[config.mk]
export PLATFORM = sky130hd
export DESIGN_NAME = emu_freeze_ctrl
export DESIGN_NICKNAME = d
export VERILOG_FILES = /design/src/rtl/emu_freeze_pkg.sv /design/src/rtl/emu_interval_timer.sv /design/src/rtl/emu_core_stats.sv /design/src/rtl/emu_sensor_bank.sv /design/src/rtl/emu_freeze_ctrl.sv
export SDC_FILE = /design/constraint.sdc
export NUM_CORES = 1
export LEC_CHECK = 0
export BUFFER_PORTS_ARGS = -buffer_cell sky130_fd_sc_hd__buf_2
export CAP_MARGIN = 20
export CORE_AREA = 5 5 178 309
export CTS_BUF_LIST = sky130_fd_sc_hd__clkbuf_8
export DETAILED_ROUTE_END_ITERATION = 7
export DIE_AREA = 0 0 183 314
export PLACE_DENSITY_LB_ADDON = 0.12
export SYNTH_ARGS = -nofsm -noshare
export SYNTH_HDL_FRONTEND = slang
export SYNTH_SLANG_ARGS = --single-unit
[constraint.sdc]
create_clock -name clk -period 3.4 [get_ports clk]
set_clock_uncertainty 0.15 [all_clocks]
set_input_delay 0.34 -clock clk [delete_from_list [all_inputs] [get_ports clk]]
set_output_delay 0.34 -clock clk [all_outputs]
set_load 0.03 [all_outputs]
[src/rtl/emu_freeze_pkg.sv]
// Package: register map constants and command encoding shared by the
// freeze controller and its checker.
package emu_freeze_pkg;
    localparam logic [7:0] ADDR_STATUS   = 8'h00;
    localparam logic [7:0] ADDR_INTERVAL = 8'h01;
    localparam logic [3:0] PAGE_CYCLE    = 4'h1;
    localparam logic [3:0] PAGE_EVENT    = 4'h2;
    localparam logic [3:0] PAGE_FREQ     = 4'h3;
    localparam logic [3:0] PAGE_TEMP     = 4'h4;

    // Command bits written to the status word.
    typedef struct packed {
        logic rel;  // bit 1: restore clocks, publish temperatures
        logic ack;  // bit 0: clear interrupt, restart interval
    } ctrl_cmd_t;
endpackage

[src/rtl/emu_interval_timer.sv]
// Interval timer: counts supervisor cycles through a prescaler and raises
// irq after the programmed number of ticks. Assumes clk is never gated.
// Holds while irq is high; an acknowledge clears irq and restarts.
module emu_interval_timer #(
    parameter int PRESCALE  = 100000,
    parameter int MIN_TICKS = 10,
    parameter int MAX_TICKS = 1000
) (
    input  logic        clk,
    input  logic        rst_n,
    input  logic        interval_wr,
    input  logic [31:0] interval_wdata,
    input  logic        ack,
    output logic [31:0] interval,
    output logic        irq,
    output logic        fire
);
    localparam int TICK_W = $clog2(MAX_TICKS + 1);
    localparam int PRE_W  = $clog2(PRESCALE + 1);

    logic [PRE_W-1:0]  pre_q;
    logic [TICK_W-1:0] tick_q;
    logic [TICK_W-1:0] ival_q;
    logic              irq_q;
    logic              last_pre;

    function automatic logic [TICK_W-1:0] clamp_ival(input logic [31:0] v);
        if (v < 32'(MIN_TICKS))      return TICK_W'(MIN_TICKS);
        else if (v > 32'(MAX_TICKS)) return TICK_W'(MAX_TICKS);
        else                         return v[TICK_W-1:0];
    endfunction

    assign last_pre = (pre_q == PRE_W'(PRESCALE - 1));
    assign fire     = !irq_q && !ack && last_pre &&
                      (({1'b0, tick_q} + (TICK_W+1)'(1)) >= {1'b0, ival_q});
    assign irq      = irq_q;
    assign interval = {{(32-TICK_W){1'b0}}, ival_q};

    // Interval register with range clamp.
    always_ff @(posedge clk) begin
        if (!rst_n)           ival_q <= TICK_W'(MIN_TICKS);
        else if (interval_wr) ival_q <= clamp_ival(interval_wdata);
    end

    // Prescaler, tick counter and interrupt flag.
    always_ff @(posedge clk) begin
        if (!rst_n || ack) begin
            pre_q  <= '0;
            tick_q <= '0;
            irq_q  <= 1'b0;
        end else if (fire) begin
            pre_q  <= '0;
            tick_q <= '0;
            irq_q  <= 1'b1;
        end else if (!irq_q) begin
            if (last_pre) begin
                pre_q  <= '0;
                tick_q <= tick_q + TICK_W'(1);
            end else begin
                pre_q  <= pre_q + PRE_W'(1);
            end
        end
    end
endmodule

[src/rtl/emu_core_stats.sv]
// Per-core clock gate and statistics: gates the core's bus clock on an idle
// cycle once a freeze is requested and counts enabled cycles and events
// with saturation. Assumes release has priority over a new gate request.
module emu_core_stats #(
    parameter int CNT_W = 32
) (
    input  logic             clk,
    input  logic             rst_n,
    input  logic             freeze_req,
    input  logic             rel,
    input  logic             bus_idle,
    input  logic             event_in,
    input  logic             clr_cycle,
    input  logic             clr_event,
    output logic             clk_en,
    output logic [CNT_W-1:0] cyc_cnt,
    output logic [CNT_W-1:0] evt_cnt
);
    localparam logic [CNT_W-1:0] CNT_MAX = {CNT_W{1'b1}};

    logic gated_q;

    assign clk_en = !gated_q;

    // Gate on an idle bus boundary; release reopens.
    always_ff @(posedge clk) begin
        if (!rst_n || rel)              gated_q <= 1'b0;
        else if (freeze_req && bus_idle) gated_q <= 1'b1;
    end

    // Enabled-cycle counter, saturating.
    always_ff @(posedge clk) begin
        if (!rst_n || clr_cycle)              cyc_cnt <= '0;
        else if (!gated_q && cyc_cnt != CNT_MAX) cyc_cnt <= cyc_cnt + CNT_W'(1);
    end

    // Event counter, saturating, counts only while enabled.
    always_ff @(posedge clk) begin
        if (!rst_n || clr_event) evt_cnt <= '0;
        else if (!gated_q && event_in && evt_cnt != CNT_MAX)
            evt_cnt <= evt_cnt + CNT_W'(1);
    end
endmodule

[src/rtl/emu_sensor_bank.sv]
// Temperature registers: a shadow bank written by the supervisor and a
// visible bank seen by the cores, loaded from the shadow on release.
module emu_sensor_bank #(
    parameter int N_CORES = 4,
    parameter int TEMP_W  = 16
) (
    input  logic                             clk,
    input  logic                             rst_n,
    input  logic [N_CORES-1:0]               wr_en,
    input  logic [TEMP_W-1:0]                wdata,
    input  logic                             rel,
    output logic [N_CORES-1:0][TEMP_W-1:0]   shadow,
    output logic [N_CORES-1:0][TEMP_W-1:0]   visible
);
    // Shadow registers update immediately on write.
    always_ff @(posedge clk) begin
        if (!rst_n) shadow <= '0;
        else begin
            for (int c = 0; c < N_CORES; c++)
                if (wr_en[c]) shadow[c] <= wdata;
        end
    end

    // Visible registers follow the shadow only at release.
    always_ff @(posedge clk) begin
        if (!rst_n)   visible <= '0;
        else if (rel) visible <= shadow;
    end
endmodule

[src/rtl/emu_freeze_ctrl.sv]
// Top level: register decode, freeze request and read multiplexer around
// the interval timer, per-core gates/counters and the sensor bank.
// Assumes N_CORES <= 16 (core index in reg_addr[3:0]), CNT_W, TEMP_W and
// FREQ_W <= 32.
module emu_freeze_ctrl
    import emu_freeze_pkg::*;
#(
    parameter int N_CORES   = 4,
    parameter int CNT_W     = 32,
    parameter int FREQ_W    = 8,
    parameter int TEMP_W    = 16,
    parameter int PRESCALE  = 100000,
    parameter int MIN_TICKS = 10,
    parameter int MAX_TICKS = 1000
) (
    input  logic                       clk,
    input  logic                       rst_n,
    input  logic                       reg_wr,
    input  logic [7:0]                 reg_addr,
    input  logic [31:0]                reg_wdata,
    output logic [31:0]                reg_rdata,
    output logic                       irq,
    output logic                       frozen,
    input  logic [N_CORES-1:0]         core_bus_idle,
    input  logic [N_CORES-1:0]         core_event,
    input  logic [N_CORES*FREQ_W-1:0]  core_freq,
    output logic [N_CORES-1:0]         core_clk_en,
    output logic [N_CORES*TEMP_W-1:0]  sensor_temp
);
    ctrl_cmd_t                         cmd;
    logic                              wr_status, wr_interval;
    logic                              do_ack, do_rel;
    logic                              fire, freeze_req_q;
    logic [31:0]                       interval;
    logic [3:0]                        page, idx;
    logic [N_CORES-1:0]                clr_cyc, clr_evt, wr_temp;
    logic [N_CORES-1:0][CNT_W-1:0]     cyc_cnt, evt_cnt;
    logic [N_CORES-1:0][TEMP_W-1:0]    shadow, visible;

    assign page        = reg_addr[7:4];
    assign idx         = reg_addr[3:0];
    assign cmd         = ctrl_cmd_t'(reg_wdata[1:0]);
    assign wr_status   = reg_wr && (reg_addr == ADDR_STATUS);
    assign wr_interval = reg_wr && (reg_addr == ADDR_INTERVAL);
    assign do_ack      = wr_status && cmd.ack;
    assign do_rel      = wr_status && cmd.rel;
    assign frozen      = ~|core_clk_en;
    assign sensor_temp = visible;

    // Per-core write strobes decoded from page and index.
    always_comb begin
        for (int c = 0; c < N_CORES; c++) begin
            clr_cyc[c] = reg_wr && page == PAGE_CYCLE && idx == 4'(c);
            clr_evt[c] = reg_wr && page == PAGE_EVENT && idx == 4'(c);
            wr_temp[c] = reg_wr && page == PAGE_TEMP  && idx == 4'(c);
        end
    end

    // Freeze request: raised by the timer, dropped by release.
    always_ff @(posedge clk) begin
        if (!rst_n)      freeze_req_q <= 1'b0;
        else if (fire)   freeze_req_q <= 1'b1;
        else if (do_rel) freeze_req_q <= 1'b0;
    end

    emu_interval_timer #(
        .PRESCALE (PRESCALE),
        .MIN_TICKS(MIN_TICKS),
        .MAX_TICKS(MAX_TICKS)
    ) u_timer (
        .clk           (clk),
        .rst_n         (rst_n),
        .interval_wr   (wr_interval),
        .interval_wdata(reg_wdata),
        .ack           (do_ack),
        .interval      (interval),
        .irq           (irq),
        .fire          (fire)
    );

    for (genvar c = 0; c < N_CORES; c++) begin : g_core
        emu_core_stats #(.CNT_W(CNT_W)) u_stats (
            .clk       (clk),
            .rst_n     (rst_n),
            .freeze_req(freeze_req_q),
            .rel       (do_rel),
            .bus_idle  (core_bus_idle[c]),
            .event_in  (core_event[c]),
            .clr_cycle (clr_cyc[c]),
            .clr_event (clr_evt[c]),
            .clk_en    (core_clk_en[c]),
            .cyc_cnt   (cyc_cnt[c]),
            .evt_cnt   (evt_cnt[c])
        );
    end

    emu_sensor_bank #(.N_CORES(N_CORES), .TEMP_W(TEMP_W)) u_sensors (
        .clk    (clk),
        .rst_n  (rst_n),
        .wr_en  (wr_temp),
        .wdata  (reg_wdata[TEMP_W-1:0]),
        .rel    (do_rel),
        .shadow (shadow),
        .visible(visible)
    );

    // Read multiplexer: status, interval, then per-core pages.
    always_comb begin
        reg_rdata = '0;
        if (reg_addr == ADDR_STATUS)
            reg_rdata[2:0] = {freeze_req_q, frozen, irq};
        else if (reg_addr == ADDR_INTERVAL)
            reg_rdata = interval;
        else begin
            for (int c = 0; c < N_CORES; c++) begin
                if (idx == 4'(c)) begin
                    case (page)
                        PAGE_CYCLE: reg_rdata[CNT_W-1:0]  = cyc_cnt[c];
                        PAGE_EVENT: reg_rdata[CNT_W-1:0]  = evt_cnt[c];
                        PAGE_FREQ:  reg_rdata[FREQ_W-1:0] = core_freq[c*FREQ_W +: FREQ_W];
                        PAGE_TEMP:  reg_rdata[TEMP_W-1:0] = shadow[c];
                        default:    ;
                    endcase
                end
            end
        end
    end
endmodule

==> results.sh <==
export IMPL_status="completed"
export IMPL_io_buffers=184
export IMPL_critPathBufInv=3
export IMPL_synth_seq_cells=427
export IMPL_worst_pin_slew_ps=1230
export IMPL_cts_buffers=67
export IMPL_vias=24000
export IMPL_timing_rr_end="freeze_req_q"
export IMPL_routed_wl_mm=94.7
export IMPL_reg2reg_depth=8
export IMPL_yosys_top_cells_count="427 x dfxtp_1, 391 x nand2_1, 313 x a21oi_1"
export IMPL_r2r_setup_slack_ps=290
export IMPL_ys_warn_count=0
export IMPL_p_leak_nw=9.33
export IMPL_htreeDepth=3
export IMPL_drt_pre_antenna_iters=6
export IMPL_hold_violations=0
export IMPL_grt_pass1_wl_mm=141
export IMPL_p_clk_frac=0.460
export IMPL_die_area_sq_mm=0.0575
export IMPL_clk_pin_slew_ps=70
export IMPL_synth_top_area_cell="dfxtp_1"
export IMPL_drtAntennaViolNets=0
export IMPL_vdd_drop_max_mv=0.278
export IMPL_cts_buffer_depth=3
export IMPL_num_rows=111
export IMPL_path_class="flip-flop to output port"
export IMPL_r2r_start="u_timer.tick_q[0]"
export IMPL_cts_tree="done"
export IMPL_critPathMaxStageDelay_ps=610
export IMPL_synth_area_sq_mm=0.0232
export IMPL_grt_use_total=0.316
export IMPL_crit_path_end="reg_rdata[1]"
export IMPL_dp_hpwl_mm=73.1
export IMPL_p_int_mw=7.90
export IMPL_path_max_fanout=9
export IMPL_power_density_mw_per_mm2=399
export IMPL_rsz0062_at_grt="false"
export IMPL_synth_main_ff_cell="dfxtp_1"
export IMPL_drv_slew=0
export IMPL_cp_cell_sequence="inv_1, nor4_1, buf_4, mux2_2, a22oi_1, o31ai_1, buf_2"
export IMPL_synth_edf_count=0
export IMPL_place_congestion=0.965
export IMPL_seq_area_frac_synth=0.369
export IMPL_synthArstFlopShare=0
export IMPL_synth_top_area_share=0.369
export IMPL_drt_iter0_markers=2151
export IMPL_cap_violations=0
export IMPL_seq_power_share=0.478
export IMPL_synth_cells=2903
export IMPL_whs_ps=63.1
export IMPL_switchingPower_mw=2.71
export IMPL_dieWidth_um=183
export IMPL_nFillCells=5170
export IMPL_grt_overflow=0
export IMPL_synth_fp_nets=3006
export IMPL_avgSynthCellArea_sq_um=7.98
export IMPL_initial_core_util=0.445
export IMPL_grt_pass1_vias=23200
export IMPL_clk_root_buffer_cell="clkbuf_8"
export IMPL_grt_antenna_before_repair=9
export IMPL_worstSetupEndpointType="output port"
export IMPL_synth_cell_type_count=89
export IMPL_die_y_um=314
export IMPL_cpLargestDelayFamily="buffers and inverters"
export IMPL_crit_start="g_core[2].u_stats.gated_q"
export IMPL_period_minus_slack_ps=3250
export IMPL_worstSetupStartpointType="flip-flop"
export IMPL_insertion_delay_ps=670
export IMPL_setup_viol=0
export IMPL_drive_gt1_frac=0.143
export IMPL_multiInputGateArea_sq_mm=0.0137
export IMPL_num_io_pins=185
export IMPL_final_nets=3177
export IMPL_cts_num_sinks=427
export IMPL_comb_power_share=0.062
export IMPL_regArea_sq_mm=0.00855
export IMPL_grt_max_degree=134
export IMPL_yosysMostFrequentCell="dfxtp_1"
export IMPL_switching_share=0.255
export IMPL_yosys_top_cells_area="dfxtp_1 37%, a21oi_1 6.8%, nand2_1 6.3%"
export IMPL_core_sq_mm=0.0521
export IMPL_cp_required_ps=2910
export IMPL_slew_headroom=0.176
export IMPL_fin_util=0.510
export IMPL_drc=0
export IMPL_arrival_ps=2760
export IMPL_cpMaxStageDelayCell="dfxtp_1"
export IMPL_fin_crit_sh=0.956
export IMPL_hp_class="input port to flip-flop"
export IMPL_finalSetupTns_ps=0
export IMPL_area_delta_synth_final_pct=14.8
export IMPL_via_per_inst=6.31
export IMPL_cp_num_cells=7
export IMPL_post_cts_resized=0
export IMPL_wl_per_cell_um=24.9
export IMPL_max_freq_ghz=0.308
[flip-flops by register name, summed over array words and instances (netlist names)]
signal                  flops
u_sensors.visible          64
u_sensors.shadow           64
freeze_req_q                1
u_timer.ival_q             10
u_timer.pre_q              17
g_core.u_stats.gated_q      4
u_timer.tick_q             10
u_timer.irq                 1
g_core.u_stats.evt_cnt    128
g_core.u_stats.cyc_cnt    128
[power groups by stage]
stage                     Combinational, mW  Clock [mW]  Sequential (mW)
after global placement                0.614           0             5.19
final                                 0.653        4.88             5.08
after global routing                  0.692        5.21             5.07
after detailed placement              0.620           0             5.19
after floorplan                       0.357           0             5.16
after CTS                             0.641        4.99             5.07
[final cells by class]
type,instances,area share
Multi-Input combinational cell,2251,0.516
Tap cell,678,0.0319
Sequential cell,427,0.322
Clock inverter,30,0.0106
Timing Repair Buffer,285,0.0684
Antenna cell,7,0.000659
Clock buffer,86,0.0445
Inverter,42,0.00602
[per-layer routing]
metal / share of wire / wire length, um / GRT usage
met1: 0.36 / 33900 / 0.344
met2: 0.51 / 48500 / 0.574
met3: 0.058 / 5520 / 0.0465
met4: 0.071 / 6680 / 0.187
met5: 0.000074 / 7 / 0.000870
[worst min path at each step]
stage	startpoint	to	slack, ps	cells after the start
global route	rst_n	freeze_req_q	60	2
CTS	rst_n	freeze_req_q	6	2
floorplan	u_sensors.shadow[63]	u_sensors.visible[63]	290	2
detailed placement	u_sensors.visible[48]	u_sensors.visible[48]	300	2
global placement	u_sensors.visible[18]	u_sensors.visible[18]	290	2
finish	rst_n	freeze_req_q	60	2
[metrics by stage]
step | total power, mW | std cells | worst slack (ps) | instance area (sq um)
2_1_floorplan | 5.52 | 2903 | 378 | 23200
3_3_place_gp | 5.80 | 3661 | 310 | 24900
3_5_place_dp | 5.81 | 3661 | 306 | 24900
4_1_cts | 10.7 | 3798 | 146 | 26600
5_1_grt | 11.0 | 3802 | 35.3 | 26600
6_report | 10.6 | 3806 | 149 | 26600
[cell families (layout without fill, tap and decap cells)]
| group | after synthesis | count (layout) | synth area share |
|---|---|---|---|
| muxes | 100 | 100 | 0.0441 |
| DFF | 427 | 427 | 0.369 |
| other | 0 | 7 | 0 |
| xor gates and xnor gates | 88 | 88 | 0.0333 |
| buffers and inverters | 225 | 443 | 0.0432 |
| AOI/OAI and AO/OA | 805 | 805 | 0.216 |
| and+or+nand+nor | 1238 | 1238 | 0.283 |
| adders and majority gates | 20 | 20 | 0.0108 |
[cells in the final DEF (no fill, tap or decap), types with 32 or more instances in the layout]
cell,synthesis,routed
or3_1,128,128
o21ai_0,173,173
mux2i_1,83,83
nor4_1,37,36
nor2_1,173,173
and3_1,37,36
or4_1,39,39
a31oi_1,32,32
nor3_1,57,56
clkbuf_8,0,86
xnor2_1,68,68
nand3_1,116,115
nand2_1,391,391
a22oi_1,63,63
nand4_1,92,92
buf_4,10,73
buf_2,76,184
dfxtp_1,427,427
a21oi_1,313,313
and4_1,50,50
a221oi_1,36,36
inv_1,41,51
[what timing repair did]
item	in CTS	in global routing
endpoints found under the hold margin	77	0
buffers inserted	0	0
hold buffers	21	0
Note: power is estimated with default switching activity, not from simulation.
